<file path="src/rtl/enc_div_pkg.sv">
package enc_div_pkg;

  localparam int CODE_W  = 4;
  localparam int SHIFT_W = CODE_W - 2;
  localparam int RATIO_W = 7;

  typedef enum logic [1:0] {
    FAM_CORE  = 2'b00,
    FAM_LINK  = 2'b01,
    FAM_SER   = 2'b10,
    FAM_SPARE = 2'b11
  } family_e;

  // Base factor for the low two code bits within a family.
  function automatic logic [RATIO_W-1:0] base_of(input family_e fam, input logic [1:0] slot);
    logic [RATIO_W-1:0] b;
    case (slot)
      2'd0:    b = (fam == FAM_LINK) ? RATIO_W'(4) : RATIO_W'(2);
      2'd1:    b = RATIO_W'(3);
      2'd2:    b = RATIO_W'(5);
      default: b = (fam == FAM_SER) ? RATIO_W'(7) : RATIO_W'(15);
    endcase
    return b;
  endfunction

  // Full ratio: base shifted left by the high code bits.
  function automatic logic [RATIO_W-1:0] ratio_of(input family_e fam, input logic [CODE_W-1:0] code);
    logic [SHIFT_W-1:0] sh;
    sh = code[CODE_W-1:2];
    return base_of(fam, code[1:0]) << sh;
  endfunction

endpackage

</file>
<file path="src/rtl/enc_div_ctl.sv">
module enc_div_ctl
  import enc_div_pkg::*;
#(
  parameter int RATIO_W   = enc_div_pkg::RATIO_W,
  parameter int CODE_W    = enc_div_pkg::CODE_W,
  parameter int RST_RATIO = 2
) (
  input  logic               clk,
  input  logic               rst_n,
  input  family_e            fam,
  input  logic [CODE_W-1:0]  code,
  output logic [RATIO_W-1:0] ratio_q,
  output logic [RATIO_W-1:0] cnt_q,
  output logic [RATIO_W-1:0] ratio_nxt,
  output logic [RATIO_W-1:0] cnt_nxt,
  output logic               term
);

  logic [RATIO_W-1:0] ratio_dec;

  assign ratio_dec = ratio_of(fam, code);
  assign term      = (cnt_q == ratio_q - RATIO_W'(1));

  // The decoded ratio is only admitted at the last count of a period.
  always_comb begin
    ratio_nxt = term ? ratio_dec : ratio_q;
    cnt_nxt   = term ? '0 : cnt_q + RATIO_W'(1);
  end

  always_ff @(posedge clk or negedge rst_n) begin
    if (!rst_n) begin
      ratio_q <= RATIO_W'(RST_RATIO);
      cnt_q   <= '0;
    end else begin
      ratio_q <= ratio_nxt;
      cnt_q   <= cnt_nxt;
    end
  end

endmodule

</file>
<file path="src/rtl/enc_div_shape.sv">
module enc_div_shape #(
  parameter int RATIO_W = enc_div_pkg::RATIO_W
) (
  input  logic               clk,
  input  logic               rst_n,
  input  logic [RATIO_W-1:0] ratio_q,
  input  logic [RATIO_W-1:0] ratio_nxt,
  input  logic [RATIO_W-1:0] cnt_nxt,
  output logic               pos_q,
  output logic               neg_q,
  output logic               half_q
);

  logic [RATIO_W-1:0] rise_at;
  logic               pos_nxt;
  logic               rise_nxt;

  // High phase occupies the upper floor(R/2) counts of the period.
  assign rise_at  = ratio_nxt - (ratio_nxt >> 1);
  assign pos_nxt  = (cnt_nxt >= rise_at);
  assign rise_nxt = pos_nxt & ~pos_q;

  always_ff @(posedge clk or negedge rst_n) begin
    if (!rst_n) begin
      pos_q  <= 1'b0;
      half_q <= 1'b0;
    end else begin
      pos_q <= pos_nxt;
      if (rise_nxt) half_q <= ~half_q;
    end
  end

  // Odd ratios: hold the high phase half an input cycle longer.
  always_ff @(negedge clk or negedge rst_n) begin
    if (!rst_n) neg_q <= 1'b0;
    else        neg_q <= pos_q & ratio_q[0];
  end

endmodule

</file>
<file path="src/rtl/enc_ratio_div.sv">
module enc_ratio_div
  import enc_div_pkg::*;
#(
  parameter int RATIO_W   = enc_div_pkg::RATIO_W,
  parameter int CODE_W    = enc_div_pkg::CODE_W,
  parameter int RST_RATIO = 2
) (
  input  logic              clk_vco,
  input  logic              rst_n,
  input  logic [1:0]        fam_sel,
  input  logic [CODE_W-1:0] ratio_code,
  output logic              div_clk,
  output logic              half_clk
);

  logic [RATIO_W-1:0] w_ratio;
  logic [RATIO_W-1:0] w_cnt;
  logic [RATIO_W-1:0] w_ratio_nxt;
  logic [RATIO_W-1:0] w_cnt_nxt;
  logic               w_term;
  logic               w_pos;
  logic               w_neg;
  logic               w_half;

  enc_div_ctl #(
    .RATIO_W  (RATIO_W),
    .CODE_W   (CODE_W),
    .RST_RATIO(RST_RATIO)
  ) u_ctl (
    .clk      (clk_vco),
    .rst_n    (rst_n),
    .fam      (family_e'(fam_sel)),
    .code     (ratio_code),
    .ratio_q  (w_ratio),
    .cnt_q    (w_cnt),
    .ratio_nxt(w_ratio_nxt),
    .cnt_nxt  (w_cnt_nxt),
    .term     (w_term)
  );

  enc_div_shape #(
    .RATIO_W(RATIO_W)
  ) u_shape (
    .clk      (clk_vco),
    .rst_n    (rst_n),
    .ratio_q  (w_ratio),
    .ratio_nxt(w_ratio_nxt),
    .cnt_nxt  (w_cnt_nxt),
    .pos_q    (w_pos),
    .neg_q    (w_neg),
    .half_q   (w_half)
  );

  assign div_clk  = w_pos | w_neg;
  assign half_clk = w_half;

endmodule

</file>
<file path="config.mk">
export PLATFORM = sky130hd
export DESIGN_NAME = enc_ratio_div
export DESIGN_NICKNAME = d
export VERILOG_FILES = /design/src/rtl/enc_div_pkg.sv /design/src/rtl/enc_div_ctl.sv /design/src/rtl/enc_div_shape.sv /design/src/rtl/enc_ratio_div.sv
export SDC_FILE = /design/constraint.sdc
export NUM_CORES = 1
export LEC_CHECK = 0
export ABC_AREA = 1
export BUFFER_PORTS_ARGS = -buffer_cell sky130_fd_sc_hd__buf_4
export CORE_ASPECT_RATIO = 1.5
export CORE_MARGIN = 2
export CORE_UTILIZATION = 45
export CTS_CLUSTER_SIZE = 12
export DETAILED_ROUTE_END_ITERATION = 10
export GPL_TIMING_DRIVEN = 0
export PLACE_DENSITY = 0.64
export SLEW_MARGIN = 20
export SYNTH_ARGS = -nofsm -noshare
export SYNTH_HDL_FRONTEND = slang
export SYNTH_HIERARCHICAL = 1
export SYNTH_SLANG_ARGS = --single-unit
</file>
<file path="constraint.sdc">
create_clock -name clk_vco -period 4.35 [get_ports clk_vco]
set_clock_uncertainty 0.05 [all_clocks]
set_input_delay 0.435 -clock clk_vco [delete_from_list [all_inputs] [get_ports clk_vco]]
set_output_delay 0.435 -clock clk_vco [all_outputs]
set_load 0.01 [all_outputs]
</file>
==> results of run 1 <==
per-layer routing:
metal  vias up  track usage [%]
li1        787                -
met1       632             22.7
met2         5             31.9
met5         -                0
met4         0             4.62
met3         2             1.15
placed cells by master (no fill, tap or decap), types with 2 or more instances in the layout:
master / n
a21oi_1: 5
buf_4: 9
clkbuf_8: 3
dfrtp_1: 15
ha_1: 15
inv_1: 41
inv_2: 5
nand2_1: 91
nand2_2: 3
nand3_1: 18
nand3b_1: 2
nand4_1: 2
nor2_1: 23
nor2_2: 2
nor2_8: 2
nor3_1: 3
xnor2_1: 5
xor2_1: 5
cell usage after synthesis:
library cell and instances:
nand2_1 91, inv_1 41, nor2_1 23, nand3_1 18
dfrtp_1 15, ha_1 15, a21oi_1 5, inv_2 5
xnor2_1 5, xor2_1 5, nand2_2 3, nor3_1 3
nand3b_1 2, nand4_1 2, nor2_2 2, nor2_8 2
a21oi_2 1, dfrtn_1 1, dfstp_2 1, fa_1 1
inv_6 1, nand2_8 1, nand3_4 1, nor2_4 1
o21ai_0 1, o21ai_2 1, or2_1 1
tightest hold or removal path: stages (launching register included):
cell and delay (ns):
dfrtp_1 0.36, nand2_1 0.06, nand2_1 0.05
logic make-up (layout without fill, tap and decap cells):
| logic type | Yosys count | after routing | share of synthesized area (%) |
|---|---|---|---|
| XOR/XNOR | 10 | 10 | 5.35 |
| AND/OR/NAND/NOR | 150 | 150 | 41.9 |
| adder cells (fa/ha/maj) | 16 | 16 | 12.7 |
| buffers and inverters | 47 | 61 | 11.1 |
| AO/OA/AOI/OAI | 8 | 8 | 2.90 |
| flip-flops | 17 | 17 | 26.1 |
per-stage QoR:
step | cell area, um^2 | setup slack [ns] | instances
floorplan | 1640 | 0.958 | 248
detailed placement | 1760 | 0.595 | 299
global placement | 1760 | 0.611 | 299
CTS | 1810 | 0.582 | 304
finish | 1810 | 0.615 | 304
global route | 1810 | 0.260 | 304
sequential cells by signal (all words and copies together), names as in the netlist:
register and flops:
u_shape/neg_q 1, u_ctl/cnt_q 7, u_shape/half_q 1, u_shape/pos_q 1
u_ctl/ratio_q 7
layout make-up:
| type | count | area, um^2 | area share, % |
|---|---|---|---|
| sequential | 17 | 427 | 23.5 |
| timing repair buffer | 10 | 77.6 | 4.28 |
| clock inverter | 1 | 5.00 | 0.276 |
| multi-input combinational | 184 | 1030 | 56.8 |
| tap | 42 | 52.6 | 2.90 |
| inverter | 47 | 181 | 10.0 |
| clock buffer | 3 | 41.3 | 2.28 |
power by group:
group	switching, mW	internal, mW
Combinational	0.0129	0.00889
Sequential	0	0.158
Clock	0.0499	0.0634
Total	0.0628	0.231
path summary, 6_finish.rpt:
kind	from	end	slack (ns)	cells after the start
worst max-delay path	u_ctl/ratio_q[1]$_DFF_PN1_	u_shape/half_q$_DFFE_PN0P_	0.62	24
worst min-delay path	u_shape/half_q$_DFFE_PN0P_	u_shape/half_q$_DFFE_PN0P_	0.45	2
worst max register to register	u_ctl/ratio_q[1]$_DFF_PN1_	u_shape/half_q$_DFFE_PN0P_	0.62	24
worst min register to register	u_shape/half_q$_DFFE_PN0P_	u_shape/half_q$_DFFE_PN0P_	0.45	2
max in group asynchronous	rst_n	u_shape/neg_q$_DFF_NN0_	1.47	2
min in group asynchronous	rst_n	u_shape/half_q$_DFFE_PN0P_	0.53	2
==> metrics.txt, run 1 <==
Syn Nets=272; CP dominant cell by count=nand2_1; Pins Over Slew Limit=0; period utilization=85.9%; core outline area=0.00345 mm^2; RSZ-0062 raised after global routing=no; GP Congestion=0.761; Initial Util=47.5%; cell leakage power=1.09 nW; final WL=3020 um; vias in the first global route=1393; metal3 WL=12 um; total die area=0.00415 mm^2; Post-CTS Setup Bufs=0; detailed-route DRC error count=0; Avg Inst Size Synth=6.60 um^2; CP top delay family=simple AND/OR/NAND/NOR gates; Post-DRT Antenna Nets=0; Hold Path Class=reg2reg; Area contributors post-synth=dfrtp_1 (23%), nand2_1 (21%), ha_1 (11%), inv_1 (9.4%), nand3_1 (5.5%); sum of negative setup slack=0 ns; Cells after Synth=248; top cell type's share of synthesized area=22.9%; Slowest-stage cell, CP=dfstp_2; WP data arrival=3.83 ns; wire length on met2=1620 um; via count=1426; critical path peak fanout=8; Least-Margin Pin Slew=0.315 ns; crit path cell chain=inv_1, ha_1, inv_1, nand2_1, nand2_1, nor2_2, nand3_4, nor2_8, nand2_8, nand2_1, nand2_1, ha_1, fa_1, inv_1, nand4_1, nand4_1, nand2_1, ha_1, nand2_1, inv_1, a21oi_1, nand2_1, nand3_1, nand2_1; Worst setup SP type=register; WL/cell=9.92 um; Max Used Layer=met4; initial antenna violation count=0; DP HPWL=2610 um; Sink Count=17; I/O Buffers=9; flops & latches, synth=17; Die W=53.3 um; post-CTS sizing=0; DRC marker count from the first detailed-route iteration=24; synth unique cells=27; Hold-fix buffers, CTS=1; FP Rows=26; GRT Util Overall=18.0%; first-pass GRT wire length=5810 um; mapped cell area=0.00164 mm^2; slowest stage delay, CP=0.54 ns; Max clock buf depth=2; NumNets Final=287; Final Util=52.6%; Power Dens Cells=162 mW/mm^2; Pwr Total=293 uW; crit path capture type=register; sequential share of the synthesized area=26.1%; Yosys top cell by area=dfrtp_1; Final Hold Vio Count=0; Worst-Skew Late Latency=0.25 ns; share of layout cells above drive strength 1=12.2%; Rel. slew slack=78.8%; maxcap violations=0; Buf+Inv Stages, Crit Path=4; number of diodes=0; Tmin final=3.73 ns; post-DR vias/cell=4.69; root buffer selected by CTS=clkbuf_8; outcome=completed; H-tree levels=1; Worst-path clk slew=0.06 ns; Crit Path Class=reg2reg; WL met1=1360 um; Fin Hold WS=0.452 ns; fmax=0.268 GHz; maximum VDD drop=92.2 uV; total I/O pin count=10; Req. time, crit path=4.44 ns; TritonRoute pass-1 iters=4; total CTS buffers=3; # fillers=390; synth warn=6; gr ovfl total=0; die height=77.9 um; Setup Viol. Count Final=0; Synth-to-Final Area Change=10.8%; CTS tree=yes; largest net degree at the start of global routing=18
(Power assumes the default switching activity.)
==> run 2: changes to the inputs <==
--- a/config.mk
+++ b/config.mk
@@ -12,7 +12,6 @@
 export CORE_UTILIZATION = 45
 export CTS_CLUSTER_SIZE = 12
 export DETAILED_ROUTE_END_ITERATION = 10
-export GPL_TIMING_DRIVEN = 0
 export PLACE_DENSITY = 0.64
 export SLEW_MARGIN = 20
 export SYNTH_ARGS = -nofsm -noshare
==> metrics.txt, run 2 (same netlist as run 1, synthesis figures left out) <==
biggest regs=u_ctl/cnt_q: 7 flops, u_ctl/ratio_q: 7 flops; Die W=53.3 um; period utilization=82.6%; commonest non-fill, non-tap cell in the layout=nand2_1; Register Area=427 um^2; # fillers=367; total CTS buffers=3; Final Hold Vio Count=0; post-CTS sizing=0; Req. time, crit path=4.44 ns; Pins Over Slew Limit=0; Fin Hold WS=0.462 ns; Gate power share=7.5%; first-pass GRT wire length=5530 um; I/O Buffers=9; gr ovfl total=0; total die area=0.00415 mm^2; post-DR vias/cell=4.57; maximum VDD drop=85.7 uV; NumNets Final=287; largest net degree at the start of global routing=18; fmax=0.278 GHz; initial antenna violation count=0; core outline area=0.00345 mm^2; critical path peak fanout=8; RSZ-0062 raised after global routing=no; via count=1389; placed cells=299; final WL=3040 um; CTS tree=yes; total I/O pin count=10; Post-DRT Antenna Nets=0; worst slack, placed=0.744 ns; DRC marker count from the first detailed-route iteration=14; TritonRoute pass-1 iters=6; part of the power in registers=53.8%; Rel. slew slack=77.0%; Worst-path clk slew=0.06 ns; Internal=230 uW; P_sw=63.7 uW; Crit Path Class=reg2reg; Max clock buf depth=2; final worst slack=0.758 ns; Synth-to-Final Area Change=10.8%; sum of negative setup slack=0 ns; share of layout cells above drive strength 1=12.2%; DP HPWL=2610 um; most frequent cells in the layout=nand2_1 (91), inv_1 (41), nor2_1 (23); Slowest-stage cell, CP=dfstp_2; Clk network pwr share=38.8%; Worst-Skew Late Latency=0.25 ns; Power Dens Cells=162 mW/mm^2; Final Util=52.6%; cell leakage power=1.09 nW; vias in the first global route=1333; Least-Margin Pin Slew=0.341 ns; FP Rows=26; Worst setup SP type=register; Tmin final=3.59 ns; Pwr Total=294 uW; die height=77.9 um; H-tree levels=1; maxcap violations=0; Sink Count=17; non-filler cells, final=304; number of diodes=0; slowest stage delay, CP=0.54 ns; outcome=completed; WL/cell=10.0 um; area of the multi-input gates=0.00103 mm^2; Buf+Inv Stages, Crit Path=4; CP dominant cell by count=nand2_1; Net Sw Frac=21.7%; CP top delay family=simple AND/OR/NAND/NOR gates; GP Congestion=0.782; Setup Viol. Count Final=0; root buffer selected by CTS=clkbuf_8; GRT Util Overall=17.6%; Initial Util=47.5%; Hold Path Class=reg2reg; Finished Cell Area=0.00181 mm^2; Post-DP Area=0.00176 mm^2; detailed-route DRC error count=0; WP data arrival=3.68 ns; crit path cell chain=inv_1, ha_1, inv_1, nand2_1, nand2_1, nor2_2, nand3_4, nor2_8, nand2_8, nand2_1, nand2_1, ha_1, fa_1, inv_1, nand4_1, nand4_1, nand2_1, ha_1, nand2_1, inv_1, a21oi_1, nand2_1, nand3_1, nand2_1; crit path capture type=register
[run 2: cell counts in the layout (fill, tap and decap cells not counted)]
Identical to the previous run, type by type.
[run 2: worst paths after layout]
path	from	end	slack (ns)	depth (start not counted)
hold reg to reg	u_shape/half_q$_DFFE_PN0P_	u_shape/half_q$_DFFE_PN0P_	0.46	2
setup / recovery	u_ctl/ratio_q[1]$_DFF_PN1_	u_shape/half_q$_DFFE_PN0P_	0.76	24
hold / removal	u_shape/half_q$_DFFE_PN0P_	u_shape/half_q$_DFFE_PN0P_	0.46	2
setup reg to reg	u_ctl/ratio_q[1]$_DFF_PN1_	u_shape/half_q$_DFFE_PN0P_	0.76	24
min in group asynchronous	rst_n	u_ctl/cnt_q[4]$_DFF_PN0_	0.54	2
max in group asynchronous	rst_n	u_shape/neg_q$_DFF_NN0_	1.45	2
[run 2: power by group through the flow]
stage          sequential (mW)  clock (mW)  combinational (mW)
5_1_grt                  0.158       0.123              0.0256
3_5_place_dp             0.161           0              0.0214
4_1_cts                  0.158       0.116              0.0222
2_1_floorplan            0.161           0              0.0103
3_3_place_gp             0.161           0              0.0214
6_report                 0.158       0.114              0.0219
[run 2: area by class of cell]
class                           count  share of cell area [%]
Sequential cell                    17                    23.5
Clock buffer                        3                    2.28
Clock inverter                      1                   0.276
Inverter                           47                    10.0
Tap cell                           42                    2.90
Multi-Input combinational cell    184                    56.8
Timing Repair Buffer               10                    4.28
[run 2: worst min-delay path: cells and delay by family (launching register included)]
kind | cells | cell delay [ns]
DFF | 1 | 0.37
and+or+nand+nor | 2 | 0.10
[run 2: timing repair]
item                                   in CTS  in global routing
hold buffers                                1                  0
setup buffers                               0                  0
endpoints found under the hold margin      15                  0
[run 2: routing by layer]
| layer | part of all wire [%] | wire length (um) | track usage [%] | vias up |
|---|---|---|---|---|
| met5 | 0 | 0 | 0 | - |
| met4 | 0.72 | 22 | 4.62 | 0 |
| met3 | 0.30 | 9 | 1.15 | 2 |
| met2 | 53 | 1620 | 31.1 | 3 |
| met1 | 46 | 1390 | 22.2 | 603 |
| li1 | - | - | - | 781 |
==> run 3: changes to the inputs <==
--- a/config.mk
+++ b/config.mk
@@ -12,7 +12,7 @@
 export CORE_UTILIZATION = 45
 export CTS_CLUSTER_SIZE = 12
 export DETAILED_ROUTE_END_ITERATION = 10
-export PLACE_DENSITY = 0.64
+export PLACE_DENSITY = 0.66
 export SLEW_MARGIN = 20
 export SYNTH_ARGS = -nofsm -noshare
 export SYNTH_HDL_FRONTEND = slang
==> constraint.sdc (replaced) <==
create_clock -name clk_vco -period 3.2 [get_ports clk_vco]
set_clock_uncertainty 0.05 [all_clocks]
set_input_delay 0.32 -clock clk_vco [delete_from_list [all_inputs] [get_ports clk_vco]]
set_output_delay 0.32 -clock clk_vco [all_outputs]
set_load 0.01 [all_outputs]
==> metrics.txt, run 3 (same netlist as run 1, synthesis figures left out) <==
total I/O pin count=10; CP Depth=24; commonest non-fill, non-tap cell in the layout=nand2_1; Fin Hold WS=0.429 ns; Final Hold Vio Count=0; Setup crit start=u_ctl/ratio_q[1]$_DFF_PN1_; Max Used Layer=met4; DRC marker count from the first detailed-route iteration=27; Tmin final=3.43 ns; non-filler cells, final=333; largest net degree at the start of global routing=18; final worst slack=-0.235 ns; wire length on met2=2200 um; Worst-Skew Late Latency=0.24 ns; post-DR vias/cell=4.72; reg-to-reg startpoint=u_ctl/ratio_q[1]$_DFF_PN1_; Initial Util=47.5%; gr ovfl total=0; die height=77.9 um; detailed-route DRC error count=0; TritonRoute pass-1 iters=6; Worst-path clk slew=0.06 ns; Pwr Total=399 uW; WL met1=1640 um; FF-to-FF path depth=24; Slowest-stage cell, CP=dfstp_2; Register Area=427 um^2; H-tree levels=1; # fillers=325; Die W=53.3 um; total CTS buffers=3; r2r setup slk=-0.23 ns; maxcap violations=0; Req. time, crit path=3.29 ns; metal3 WL=37 um; GP Congestion=0.765; crit path cell chain=inv_2, ha_4, inv_2, nand2_1, nand2_1, nor2_2, nand3_4, nor2_8, nand2_8, nand2_4, nand2_4, ha_4, fa_2, inv_2, nand3_2, nand2_1, xnor2_1, ha_1, nand2_1, nand2_1, a21oi_2, nand2_2, nand3_1, nand2_1; RSZ-0062 raised after global routing=yes; I/O Buffers=9; FP Rows=26; CP top delay family=simple AND/OR/NAND/NOR gates; critical path peak fanout=8; Least-Margin Pin Slew=0.348 ns; Critical path destination=u_shape/half_q$_DFFE_PN0P_; maximum VDD drop=141 uV; number of diodes=0; vias in the first global route=1637; cell leakage power=1.23 nW; Sink Count=17; DP HPWL=2850 um; NumNets Final=316; failing checks=setup timing; placed cells=314; outcome=complete, but fails checks; Power Dens Cells=180 mW/mm^2; Hold Path Class=in2async; core outline area=0.00345 mm^2; Rel. slew slack=76.5%; GRT Util Overall=21.7%; Synth-to-Final Area Change=35.2%; final WL=3940 um; Crit Path Class=reg2reg; total die area=0.00415 mm^2; Pins Over Slew Limit=0; via count=1571; area of the multi-input gates=0.00121 mm^2; fmax=0.291 GHz; most frequent cells in the layout=nand2_1 (78), inv_1 (37), buf_4 (36); Post-DRT Antenna Nets=0; first-pass GRT wire length=6800 um; CTS tree=yes; Buf+Inv Stages, Crit Path=3; WP data arrival=3.52 ns; Max clock buf depth=2; root buffer selected by CTS=clkbuf_8; crit path capture type=register; period utilization=107%; biggest regs=u_ctl/cnt_q: 7 flops, u_ctl/ratio_q: 7 flops; CP dominant cell by count=nand2_1; Setup Viol. Count Final=3; slowest stage delay, CP=0.53 ns; WL/cell=11.8 um; Worst setup SP type=register; share of layout cells above drive strength 1=32.6%; initial antenna violation count=0; Reg2Reg Capture Point=u_shape/half_q$_DFFE_PN0P_
-- run 3: cell types whose count changed in the layout (fill, tap and decap cells not counted), sizes merged --
cell	before	now
buf	9	38
clkbuf	3	4
clkinv	1	0
-- run 3: worst min-delay path by stage --
stage                      from                         end  depth (start not counted)
after floorplan           rst_n    u_ctl/cnt_q[0]$_DFF_PN0_                          0
after global placement    rst_n    u_ctl/cnt_q[4]$_DFF_PN0_                          1
after detailed placement  rst_n  u_shape/half_q$_DFFE_PN0P_                          1
after CTS                 rst_n  u_shape/half_q$_DFFE_PN0P_                          2
after global routing      rst_n    u_ctl/cnt_q[5]$_DFF_PN0_                          2
final                     rst_n  u_ctl/ratio_q[3]$_DFF_PN0_                          2
-- run 3: through the flow --
stage / setup TNS, ns / cell area, um^2 / util (%) / setup slack (ns)
global placement: -0.267 / 1910 / 55.3 / -0.185
CTS: -0.334 / 2150 / 62.2 / -0.184
floorplan: -0.0906 / 1680 / - / -0.0906
global route: -1.09 / 2210 / 64.2 / -0.465
finish: -0.581 / 2210 / 64.2 / -0.235
detailed placement: -0.323 / 1910 / 55.3 / -0.226
-- run 3: power breakdown --
part           leakage [nW]  internal, mW  switching [mW]  total [mW]
Sequential            0.188         0.215               0       0.215
Combinational          1.02        0.0121          0.0193      0.0314
Clock                0.0228        0.0880          0.0648       0.153
Total                  1.23         0.315          0.0840       0.399
-- run 3: layer usage --
| metal | track usage [%] | up-vias |
|---|---|---|
| met4 | 5.13 | 0 |
| met2 | 43.2 | 13 |
| met3 | 1.15 | 6 |
| met5 | 0 | - |
| met1 | 23.2 | 703 |
| li1 | - | 849 |
-- run 3: worst reg2reg max path, delay by kind of cell, from the launching register on --
kind	cells	cell delay, ns
XOR/XNOR	1	0.13
AO/OA/AOI/OAI	1	0.14
flip-flops	1	0.53
buffers and inverters	3	0.15
adder cells (fa/ha/maj)	4	1.10
AND/OR/NAND/NOR	15	1.23
-- run 3: timing repair --
| action | in CTS | in global routing |
|---|---|---|
| setup endpoints to repair | 2 | 3 |
| resized for setup | 20 | 14 |
| pin swaps | 16 | 24 |
| hold buffers | 1 | 0 |
| hold endpoints to repair | 15 | 0 |
| setup buffers | 13 | 1 |
-- run 3: layout make-up --
cell class / instances / share of cell area, %
Timing Repair Buffer: 39 / 13.7
Multi-Input combinational cell: 184 / 54.5
Sequential cell: 17 / 19.3
Inverter: 47 / 8.19
Clock buffer: 4 / 2.03
Tap cell: 42 / 2.37
